--- src/rtl/dpr_pkg.sv ---
package dpr_pkg;

   localparam int NUM_RAILS = 3;
   localparam int REQ_W     = 2 * NUM_RAILS;
   localparam int STAT_W    = 8;

   localparam int IDX_PANEL = 0;
   localparam int IDX_BOT   = 1;
   localparam int IDX_TOP   = 2;

   typedef struct packed {
      logic valid;
      logic turn_on;
   } rail_cmd_t;

   // off bit is the low bit of a pair and takes priority
   function automatic rail_cmd_t pair_to_cmd(input logic [1:0] pair);
      rail_cmd_t c;
      c.valid   = |pair;
      c.turn_on = pair[1] & ~pair[0];
      return c;
   endfunction

endpackage

--- src/rtl/dpr_req_decode.sv ---
module dpr_req_decode
   import dpr_pkg::*;
#(
   parameter int RAILS = NUM_RAILS
)(
   input  logic                           wr_en,
   input  logic [2*RAILS-1:0]             wr_data,
   input  logic [RAILS-1:0]               rail_mask,
   output rail_cmd_t [RAILS-1:0]          cmd_o
);

   if (RAILS < 1) begin : g_bad_rails
      $error("dpr_req_decode: RAILS must be at least 1");
   end

   for (genvar r = 0; r < RAILS; r++) begin : g_rail
      rail_cmd_t raw;
      always_comb begin
         raw            = pair_to_cmd(wr_data[2*r +: 2]);
         cmd_o[r].valid   = wr_en & rail_mask[r] & raw.valid;
         cmd_o[r].turn_on = raw.turn_on;
      end
   end

endmodule

--- src/rtl/dpr_rail_chan.sv ---
module dpr_rail_chan
   import dpr_pkg::*;
#(
   parameter int SETTLE   = 16,
   parameter bit SELF_ACK = 1'b0
)(
   input  logic       clk,
   input  logic       rst_n,
   input  rail_cmd_t  cmd_i,
   output logic [1:0] req_o,
   output logic       en_o
);

   localparam int CNT_W = (SETTLE < 2) ? 1 : $clog2(SETTLE);
   localparam logic [CNT_W-1:0] CNT_LAST = CNT_W'(SETTLE - 1);

   if (SETTLE < 1) begin : g_bad_settle
      $error("dpr_rail_chan: SETTLE must be at least 1");
   end

   logic             busy_q;
   logic             tgt_q;
   logic [CNT_W-1:0] cnt_q;
   logic             settle_done;

   assign settle_done = busy_q && (cnt_q == CNT_LAST);

   always_ff @(posedge clk) begin
      if (!rst_n) begin
         busy_q <= 1'b0;
         tgt_q  <= 1'b0;
         cnt_q  <= '0;
         en_o   <= 1'b0;
      end else if (cmd_i.valid) begin
         busy_q <= 1'b1;
         tgt_q  <= cmd_i.turn_on;
         cnt_q  <= '0;
      end else if (settle_done) begin
         busy_q <= 1'b0;
         en_o   <= tgt_q;
      end else if (busy_q) begin
         cnt_q  <= cnt_q + 1'b1;
      end
   end

   if (SELF_ACK) begin : g_ack_now
      // request bits live for the single cycle that acknowledges them
      always_ff @(posedge clk) begin
         if (!rst_n)           req_o <= 2'b00;
         else if (cmd_i.valid) req_o <= cmd_i.turn_on ? 2'b10 : 2'b01;
         else                  req_o <= 2'b00;
      end
   end else begin : g_ack_done
      // request bits live until the rail has taken the new value
      always_ff @(posedge clk) begin
         if (!rst_n)           req_o <= 2'b00;
         else if (cmd_i.valid) req_o <= cmd_i.turn_on ? 2'b10 : 2'b01;
         else if (settle_done) req_o <= 2'b00;
      end
   end

endmodule

--- src/rtl/disp_pwr_req_ctrl.sv ---
module disp_pwr_req_ctrl
   import dpr_pkg::*;
#(
   parameter int PANEL_SETTLE = 16,
   parameter int BL_SETTLE    = 40,
   parameter bit HAS_TOP_BL   = 1'b1
)(
   input  logic              clk,
   input  logic              rst_n,
   input  logic              wr_en,
   input  logic [REQ_W-1:0]  wr_data,
   input  logic              single_bl,
   output logic [REQ_W-1:0]  req_rd,
   output logic [STAT_W-1:0] status,
   output logic              panel_en,
   output logic              bot_bl_en,
   output logic              top_bl_en
);

   localparam int STAT_PANEL = STAT_W - 1;
   localparam int STAT_TOP   = STAT_W - 2;
   localparam int STAT_BOT   = STAT_W - 3;

   if (PANEL_SETTLE < 1 || BL_SETTLE < 1) begin : g_bad_params
      $error("disp_pwr_req_ctrl: settle counts must be at least 1");
   end

   rail_cmd_t [NUM_RAILS-1:0] cmd_w;
   logic      [NUM_RAILS-1:0] mask_w;
   logic      [1:0]           req_panel, req_bot, req_top;

   assign mask_w[IDX_PANEL] = 1'b1;
   assign mask_w[IDX_BOT]   = 1'b1;
   assign mask_w[IDX_TOP]   = HAS_TOP_BL & ~single_bl;

   dpr_req_decode #(.RAILS(NUM_RAILS)) u_dec (
      .wr_en     (wr_en),
      .wr_data   (wr_data),
      .rail_mask (mask_w),
      .cmd_o     (cmd_w)
   );

   dpr_rail_chan #(.SETTLE(PANEL_SETTLE), .SELF_ACK(1'b1)) u_panel (
      .clk   (clk),
      .rst_n (rst_n),
      .cmd_i (cmd_w[IDX_PANEL]),
      .req_o (req_panel),
      .en_o  (panel_en)
   );

   dpr_rail_chan #(.SETTLE(BL_SETTLE), .SELF_ACK(1'b0)) u_bot (
      .clk   (clk),
      .rst_n (rst_n),
      .cmd_i (cmd_w[IDX_BOT]),
      .req_o (req_bot),
      .en_o  (bot_bl_en)
   );

   if (HAS_TOP_BL) begin : g_top
      dpr_rail_chan #(.SETTLE(BL_SETTLE), .SELF_ACK(1'b0)) u_top (
         .clk   (clk),
         .rst_n (rst_n),
         .cmd_i (cmd_w[IDX_TOP]),
         .req_o (req_top),
         .en_o  (top_bl_en)
      );
   end else begin : g_no_top
      assign req_top   = 2'b00;
      assign top_bl_en = 1'b0;
   end

   assign req_rd = {req_top, req_bot, req_panel};

   always_comb begin
      status             = '0;
      status[STAT_PANEL] = panel_en;
      status[STAT_TOP]   = top_bl_en;
      status[STAT_BOT]   = bot_bl_en;
   end

endmodule

--- config.mk ---
export PLATFORM = sky130hd
export DESIGN_NAME = disp_pwr_req_ctrl
export DESIGN_NICKNAME = d
export VERILOG_FILES = /design/src/rtl/dpr_pkg.sv /design/src/rtl/dpr_req_decode.sv /design/src/rtl/dpr_rail_chan.sv /design/src/rtl/disp_pwr_req_ctrl.sv
export SDC_FILE = /design/constraint.sdc
export NUM_CORES = 1
export LEC_CHECK = 0
export BUFFER_PORTS_ARGS = -buffer_cell sky130_fd_sc_hd__buf_2
export CORE_ASPECT_RATIO = 1.4
export CORE_MARGIN = 2
export CORE_UTILIZATION = 49
export DETAILED_ROUTE_END_ITERATION = 6
export GPL_TIMING_DRIVEN = 1
export PLACE_DENSITY_LB_ADDON = 0.25
export SYNTH_ARGS = -nofsm -noshare
export SYNTH_HDL_FRONTEND = slang
export SYNTH_SLANG_ARGS = --single-unit
--- constraint.sdc ---
create_clock -name clk -period 1.2 [get_ports clk]
set_clock_uncertainty 0.05 [all_clocks]
set_input_delay 0.18 -clock clk [delete_from_list [all_inputs] [get_ports clk]]
set_output_delay 0.18 -clock clk [all_outputs]
set_load 0.01 [all_outputs]
==> results of run 1 <==
power groups by stage:
| stage | clock network (uW) | registers (uW) | logic [uW] |
|---|---|---|---|
| 6_report | 775 | 1080 | 217 |
| 5_1_grt | 834 | 1080 | 244 |
| 3_5_place_dp | 0 | 1100 | 206 |
| 2_1_floorplan | 0 | 1110 | 120 |
| 3_3_place_gp | 0 | 1100 | 197 |
| 4_1_cts | 793 | 1080 | 209 |
logic make-up after synthesis:
group                    after synthesis  share of synthesized area, %
AO/OA/AOI/OAI                         44                         19.86
other                                  1                        0.2577
buffers and inverters                 17                         6.707
XOR/XNOR                               2                         1.204
adder cells (fa/ha/maj)                3                         2.580
multiplexers                           7                         4.815
flip-flops                            31                         42.65
AND/OR/NAND/NOR                       55                         21.93
area by class of cell:
type / instances / area (um^2)
Sequential cell: 31 / 641.9
Inverter: 6 / 22.52
Tap cell: 37 / 46.29
Clock inverter: 1 / 5.005
Clock buffer: 7 / 76.32
Fill cell: 223 / 895.9
Multi-Input combinational cell: 116 / 849.6
Timing Repair Buffer: 48 / 311.5
cell usage after synthesis (3+ instances only):
master,instances
a21oi_1,17
nand4_1,5
or3_1,4
ha_1,3
dfxtp_1,31
inv_1,5
nor2_1,6
o211ai_1,7
and3_1,3
nand2_1,14
buf_4,9
nand3_1,10
mux2i_1,7
o21ai_0,9
nand3b_1,3
registers in the layout (all words and copies together), names as in the netlist:
| register | count |
|---|---|
| u_panel.en_o | 1 |
| g_top.u_top.tgt_q | 1 |
| u_bot.req_o | 2 |
| g_top.u_top.cnt_q | 6 |
| g_top.u_top.busy_q | 1 |
| u_bot.cnt_q | 6 |
| u_panel.tgt_q | 1 |
| u_panel.cnt_q | 4 |
| u_panel.busy_q | 1 |
| g_top.u_top.req_o | 2 |
| u_bot.busy_q | 1 |
| u_panel.req_o | 2 |
| g_top.u_top.en_o | 1 |
| u_bot.en_o | 1 |
| u_bot.tgt_q | 1 |
through the flow:
step	worst slack (ps)	setup TNS [ps]	std cells	power [uW]	area (um^2)
after detailed placement	-83.58	-314.4	236	1306	1748
after floorplan	-17.04	-17.04	164	1227	1484
after CTS	-15.08	-18.50	245	2081	1871
final	-19.06	-28.23	246	2071	1953
after global routing	-84.29	-257.4	246	2160	1953
after global placement	-20.63	-39.65	236	1295	1748
repair_timing:
action                     4_1_cts  5_1_grt
hold buffers                     0        0
setup endpoints to repair        9       18
setup buffers                    1        1
resized for setup                8       23
pin swaps                        5       13
cell usage in the layout, fill, tap and decap left out, drive strengths merged, types with 4 or more instances in the layout:
cell type	instances
or3	4
conb	5
buf	48
clkbuf	7
nand2	14
dfxtp	31
inv	6
o21ai	10
nand3	10
o211ai	7
a21oi	17
nand4	5
mux2i	7
nor2	6
worst max path at each step:
stage,from,slack [ps],cells past startpoint,to
final,u_panel.cnt_q[1],-20,4,u_panel.cnt_q[0]
after global routing,g_top.u_top.cnt_q[1],-80,3,g_top.u_top.cnt_q[5]
after CTS,u_panel.cnt_q[0],-20,4,u_panel.cnt_q[0]
after detailed placement,g_top.u_top.cnt_q[0],-80,3,g_top.u_top.cnt_q[0]
after global placement,g_top.u_top.cnt_q[0],-20,3,g_top.u_top.cnt_q[1]
after floorplan,u_panel.cnt_q[0],-20,4,u_panel.cnt_q[0]
worst reg2reg max path, stage by stage (launching register included):
cell and delay, ps:
dfxtp_2 330, ha_4 160, and3_4 180, or3_1 320, a21oi_2 110
per-layer routing:
metal | GRT usage [%] | up-vias | part of all wire, %
met2 | 40.95 | 16 | 57
met1 | 21.30 | 659 | 39
met3 | 5.240 | 9 | 2.1
met5 | 0 | - | 0
met4 | 10.42 | 0 | 2.5
li1 | - | 670 | -
==> impl_metrics.csv, run 1 <==
group,metric,value,unit
status,status,"finished, violations left",
status,failed_checks,"setup timing",
yosys,synth_flop_cell,"dfxtp_1",
placement,post-dp-hpwl,2545,um
detailed_routing,via_count,1354,
setup_path,path_class,"reg -> reg",
yosys,synth.distinct_cells,36,
setup_path,crit_family,"simple AND/OR/NAND/NOR gates",
grt,grt_max_degree,15,
yosys,yosys_warnings,0,
sta,setup_viol,2,
setup_path,cp_data_required_time,1360,ps
yosys,synth_seq_area_share,42.65,%
detailed_routing,drc,0,
sta,slew-limit-headroom,66.99,%
setup_path,cp_slowest_cell,"dfxtp_2",
detailed_routing,drt-initial-drc-count,25,
floorplan,ios,27,
setup_path,start_kind,"register",
yosys,synth_edf_count,0,
pwr,ir_drop,0.0008298,V
floorplan,core_area,0.002849,mm^2
sta,final.setup.worst_slack,-19.06,ps
worst_hold_path,hold_path.startpoint,"wr_data[0]",
worst_hold_path,whs_endpoint,"u_panel.req_o[0]",
yosys,synth_cells,160,
setup_path,r2r_end,"u_panel.cnt_q[0]",
setup_path,reg2reg_depth,4,
pwr,p_int,1559,uW
yosys,ys_async_sr_fraction,0,%
pwr,p_leak,0.0007789,uW
worst_hold_path,hold_class,"in -> reg",
clock_tree,clk-insertion-delay-late,280,ps
run,maxCapViolations,0,
detailed_routing,wl_per_cell,13.76,um
pwr,p_switching,511.8,uW
pwr,seqPwrFrac,52.1,%
placement,port_buffers,21,
sta,tightest_slew,489.9,ps
detailed_routing,drt_pass1_iterations,4,
sta,period_needed,1219,ps
detailed_routing,ant_nets,0,
floorplan,initial_core_util,51.08,%
sta,slew_violations,0,
detailed_routing,routed_wirelength,3384,um
final_layout,insertedDiodeCount,0,
final_layout,synthToLayoutAreaGrowth,34.22,%
grt,overflow,0,
setup_path,worstPathArrival,1380,ps
detailed_routing,vias_per_cell,5.504,
grt,antenna_found_initial,0,
clock_tree,cts.reportedPaths.clkPinSlew,60,ps
grt,grt_pass1_vias,1331,
sta,finalCritPeriodShare,101.6,%
setup_path,regToRegSetupSlack,-20,ps
final_layout,finish.net_count,221,
sta,whs,129.5,ps
worst_hold_path,whs_path_depth,2,
pwr,clockPowerShare,37.4,%
floorplan,num_rows,23,
setup_path,cp_slowest_stage_delay,330,ps
sta,hold_viol_final,0,
clock_tree,ctsRootBufferMaster,"clkbuf_8",
yosys,syn_area_per_cell,9.095,um^2
setup_path,crit_path_end_kind,"register",
setup_path,worst-path-max-fanout,4,
yosys,yosysTopAreaCell,"dfxtp_1",
floorplan,die_area,0.003428,mm^2
setup_path,rr_startpoint,"u_panel.cnt_q[1]",
grt,track_usage,21.39,%
pwr,pwr-share-comb,10.5,%
clock_tree,cts_buffers,5,
final_layout,final_core_util,68.56,%
grt,grt_first_pass_wirelength,5526,um
yosys,synth_top_cell_area_share,42.65,%
floorplan,die_h,68.48,um
setup_path,path_cells,"ha_4 -> and3_4 -> or3_1 -> a21oi_2",
pwr,p_per_area,1060,mW/mm^2
yosys,ys_top_cells_by_area,"dfxtp_1, a21oi_1, mux2i_1, buf_4, nand2_1",
setup_path,worst-path-buf-inv,0,
yosys,synth_seq_cells,31,
yosys,synthesis.area,0.001455,mm^2
floorplan,die_x,50.06,um
sta,rsz0062_at_grt,"yes",
clock_tree,clock-sinks,31,
placement,gp_congestion,0.7809,
clock_tree,htreeDepth,2,
clock_tree,cts_tree,"yes",
pwr,switching_share,24.71,%
final_layout,drive_above_1_share,41.63,%
clock_tree,cts_buffer_depth,2,
sta,fmax,820.3,MHz
No activity file was read; power rests on OpenSTA's default activity.
==> run 2: changes to the inputs <==
--- a/config.mk
+++ b/config.mk
@@ -7,10 +7,9 @@
 export LEC_CHECK = 0
 export BUFFER_PORTS_ARGS = -buffer_cell sky130_fd_sc_hd__buf_2
 export CORE_ASPECT_RATIO = 1.4
-export CORE_MARGIN = 2
+export CORE_MARGIN = 1.5
 export CORE_UTILIZATION = 49
 export DETAILED_ROUTE_END_ITERATION = 6
-export GPL_TIMING_DRIVEN = 1
 export PLACE_DENSITY_LB_ADDON = 0.25
 export SYNTH_ARGS = -nofsm -noshare
 export SYNTH_HDL_FRONTEND = slang
==> constraint.sdc (replaced) <==
create_clock -name clk -period 1.2 [get_ports clk]
set_clock_uncertainty 0.05 [all_clocks]
set_input_delay 0.18 -clock clk [delete_from_list [all_inputs] [get_ports clk]]
set_output_delay 0.18 -clock clk [all_outputs]
set_load 0.005 [all_outputs]
==> run 2 against run 1 <==
The run still ends with setup timing left. Combinational power decreased by 4%. Non-clock buffer count increased by 1. Die area decreased by 3.4%. Sequential power about the same. Highest routed layer unchanged.
==> impl_metrics.csv, run 2 (synthesized netlist as in run 1, its figures left out) <==
group,metric,value,unit
clock_tree,clk-insertion-delay-late,280,ps
sta,period_needed,1213,ps
floorplan,core_area,0.002849,mm^2
setup_path,start_kind,"register",
floorplan,ios,27,
clock_tree,htreeDepth,2,
grt,grt_first_pass_wirelength,5092,um
sta,tightest_slew,502.8,ps
run,maxCapViolations,0,
placement,port_buffers,21,
final_layout,layout_common_cells,"buf_4, buf_2, dfxtp_1, a21oi_1, nand2_1",
grt,antenna_found_initial,0,
final_layout,final_core_util,68.69,%
final_layout,drive_above_1_share,41.43,%
detailed_routing,vias_per_cell,5.296,
setup_path,crit_path_end_kind,"register",
grt,overflow,0,
final_layout,finish.net_count,222,
floorplan,die_h,67.48,um
clock_tree,cts_buffers,5,
setup_path,cp_data_required_time,1360,ps
sta,rsz0062_at_grt,"yes",
placement,post-dp-hpwl,2326,um
final_layout,insertedDiodeCount,0,
detailed_routing,wl_per_cell,12.97,um
clock_tree,cts_buffer_depth,2,
worst_hold_path,hold_class,"in -> reg",
setup_path,worst-path-max-fanout,4,
clock_tree,cts.reportedPaths.clkPinSlew,60,ps
setup_path,path_class,"reg -> reg",
final_layout,final_common_cell,"buf_4",
clock_tree,ctsRootBufferMaster,"clkbuf_8",
sta,fmax,824.7,MHz
setup_path,worstPathArrival,1370,ps
detailed_routing,drc,0,
floorplan,initial_core_util,51.08,%
sta,slew_violations,0,
final_layout,top_regs,"g_top.u_top.cnt_q x6, u_bot.cnt_q x6, u_panel.cnt_q x4",
floorplan,die_area,0.003310,mm^2
status,failed_checks,"setup timing",
sta,final.setup.worst_slack,-12.63,ps
floorplan,num_rows,23,
detailed_routing,drt_pass1_iterations,4,
sta,setup_viol,1,
grt,track_usage,20.75,%
floorplan,die_x,49.06,um
clock_tree,cts_tree,"yes",
sta,finalCritPeriodShare,101.1,%
grt,grt_max_degree,15,
clock_tree,clock-sinks,31,
placement,gp_congestion,0.8014,
detailed_routing,via_count,1308,
sta,hold_viol_final,0,
status,status,"finished, violations left",
pwr,p_leak,0.0007882,uW
grt,grt_pass1_vias,1188,
detailed_routing,ant_nets,0,
pwr,finalPower,2186,uW
pwr,p_per_area,1117,mW/mm^2
detailed_routing,drt-initial-drc-count,19,
clock_tree,cts_hold_buf,0,
sta,slew-limit-headroom,66.13,%
sta,whs,139.8,ps
pwr,ir_drop,0.0009541,V
detailed_routing,routed_wirelength,3204,um
final_layout,synthToLayoutAreaGrowth,34.48,%
run 2: per-stage QoR:
stage               worst slack [ps]  cells  setup TNS, ps  instance area (um^2)
floorplan                     -17.04    164         -17.04                  1484
global placement              -21.68    236         -46.03                  1748
detailed placement            -86.85    236         -345.1                  1748
CTS                           -23.30    246         -23.30                  1913
global route                  -59.40    247         -195.1                  1957
finish                        -12.63    247         -12.63                  1957
run 2: worst paths after layout:
kind | start | slack, ps | end | cells past startpoint
worst max-delay path | u_panel.cnt_q[0] | -10 | u_panel.cnt_q[0] | 4
worst max register to register | u_panel.cnt_q[0] | -10 | u_panel.cnt_q[0] | 4
worst min-delay path | wr_data[3] | 140 | u_bot.req_o[1] | 3
worst min register to register | g_top.u_top.tgt_q | 400 | g_top.u_top.tgt_q | 2
run 2: area by class of cell:
| cell class | instances | area, um^2 |
|---|---|---|
| Clock buffer | 8 | 100.1 |
| Fill cell | 220 | 892.1 |
| Inverter | 6 | 22.52 |
| Multi-Input combinational cell | 116 | 830.8 |
| Sequential cell | 31 | 638.1 |
| Tap cell | 37 | 46.29 |
| Timing Repair Buffer | 49 | 319.1 |
run 2: repair_timing:
action                                  CTS  global route
pin swaps                                 7            11
gates resized for setup                  13            15
buffers inserted                          2             1
endpoints found under the setup margin   10            15
run 2: metal layers:
layer  GRT usage, %  part of all wire, %
met4          10.71                  2.0
met5              0                    0
met1          21.81                   39
met3          6.195                  2.7
met2          37.67                   56
run 2: report_power, final:
| group | internal, uW | leakage (uW) | switching [uW] | total (uW) |
|---|---|---|---|---|
| registers | 1060 | 0.000258 | 24.1 | 1080 |
| clock network | 523 | 0.0000515 | 371 | 894 |
| logic | 98.8 | 0.000479 | 109 | 208 |
| total | 1680 | 0.000788 | 504 | 2190 |
run 2: worst max-delay path, stage by stage (launching register included):
cell,delay (ps)
dfxtp_2,330
ha_4,160
and3_4,180
or3_1,300
a21oi_1,110
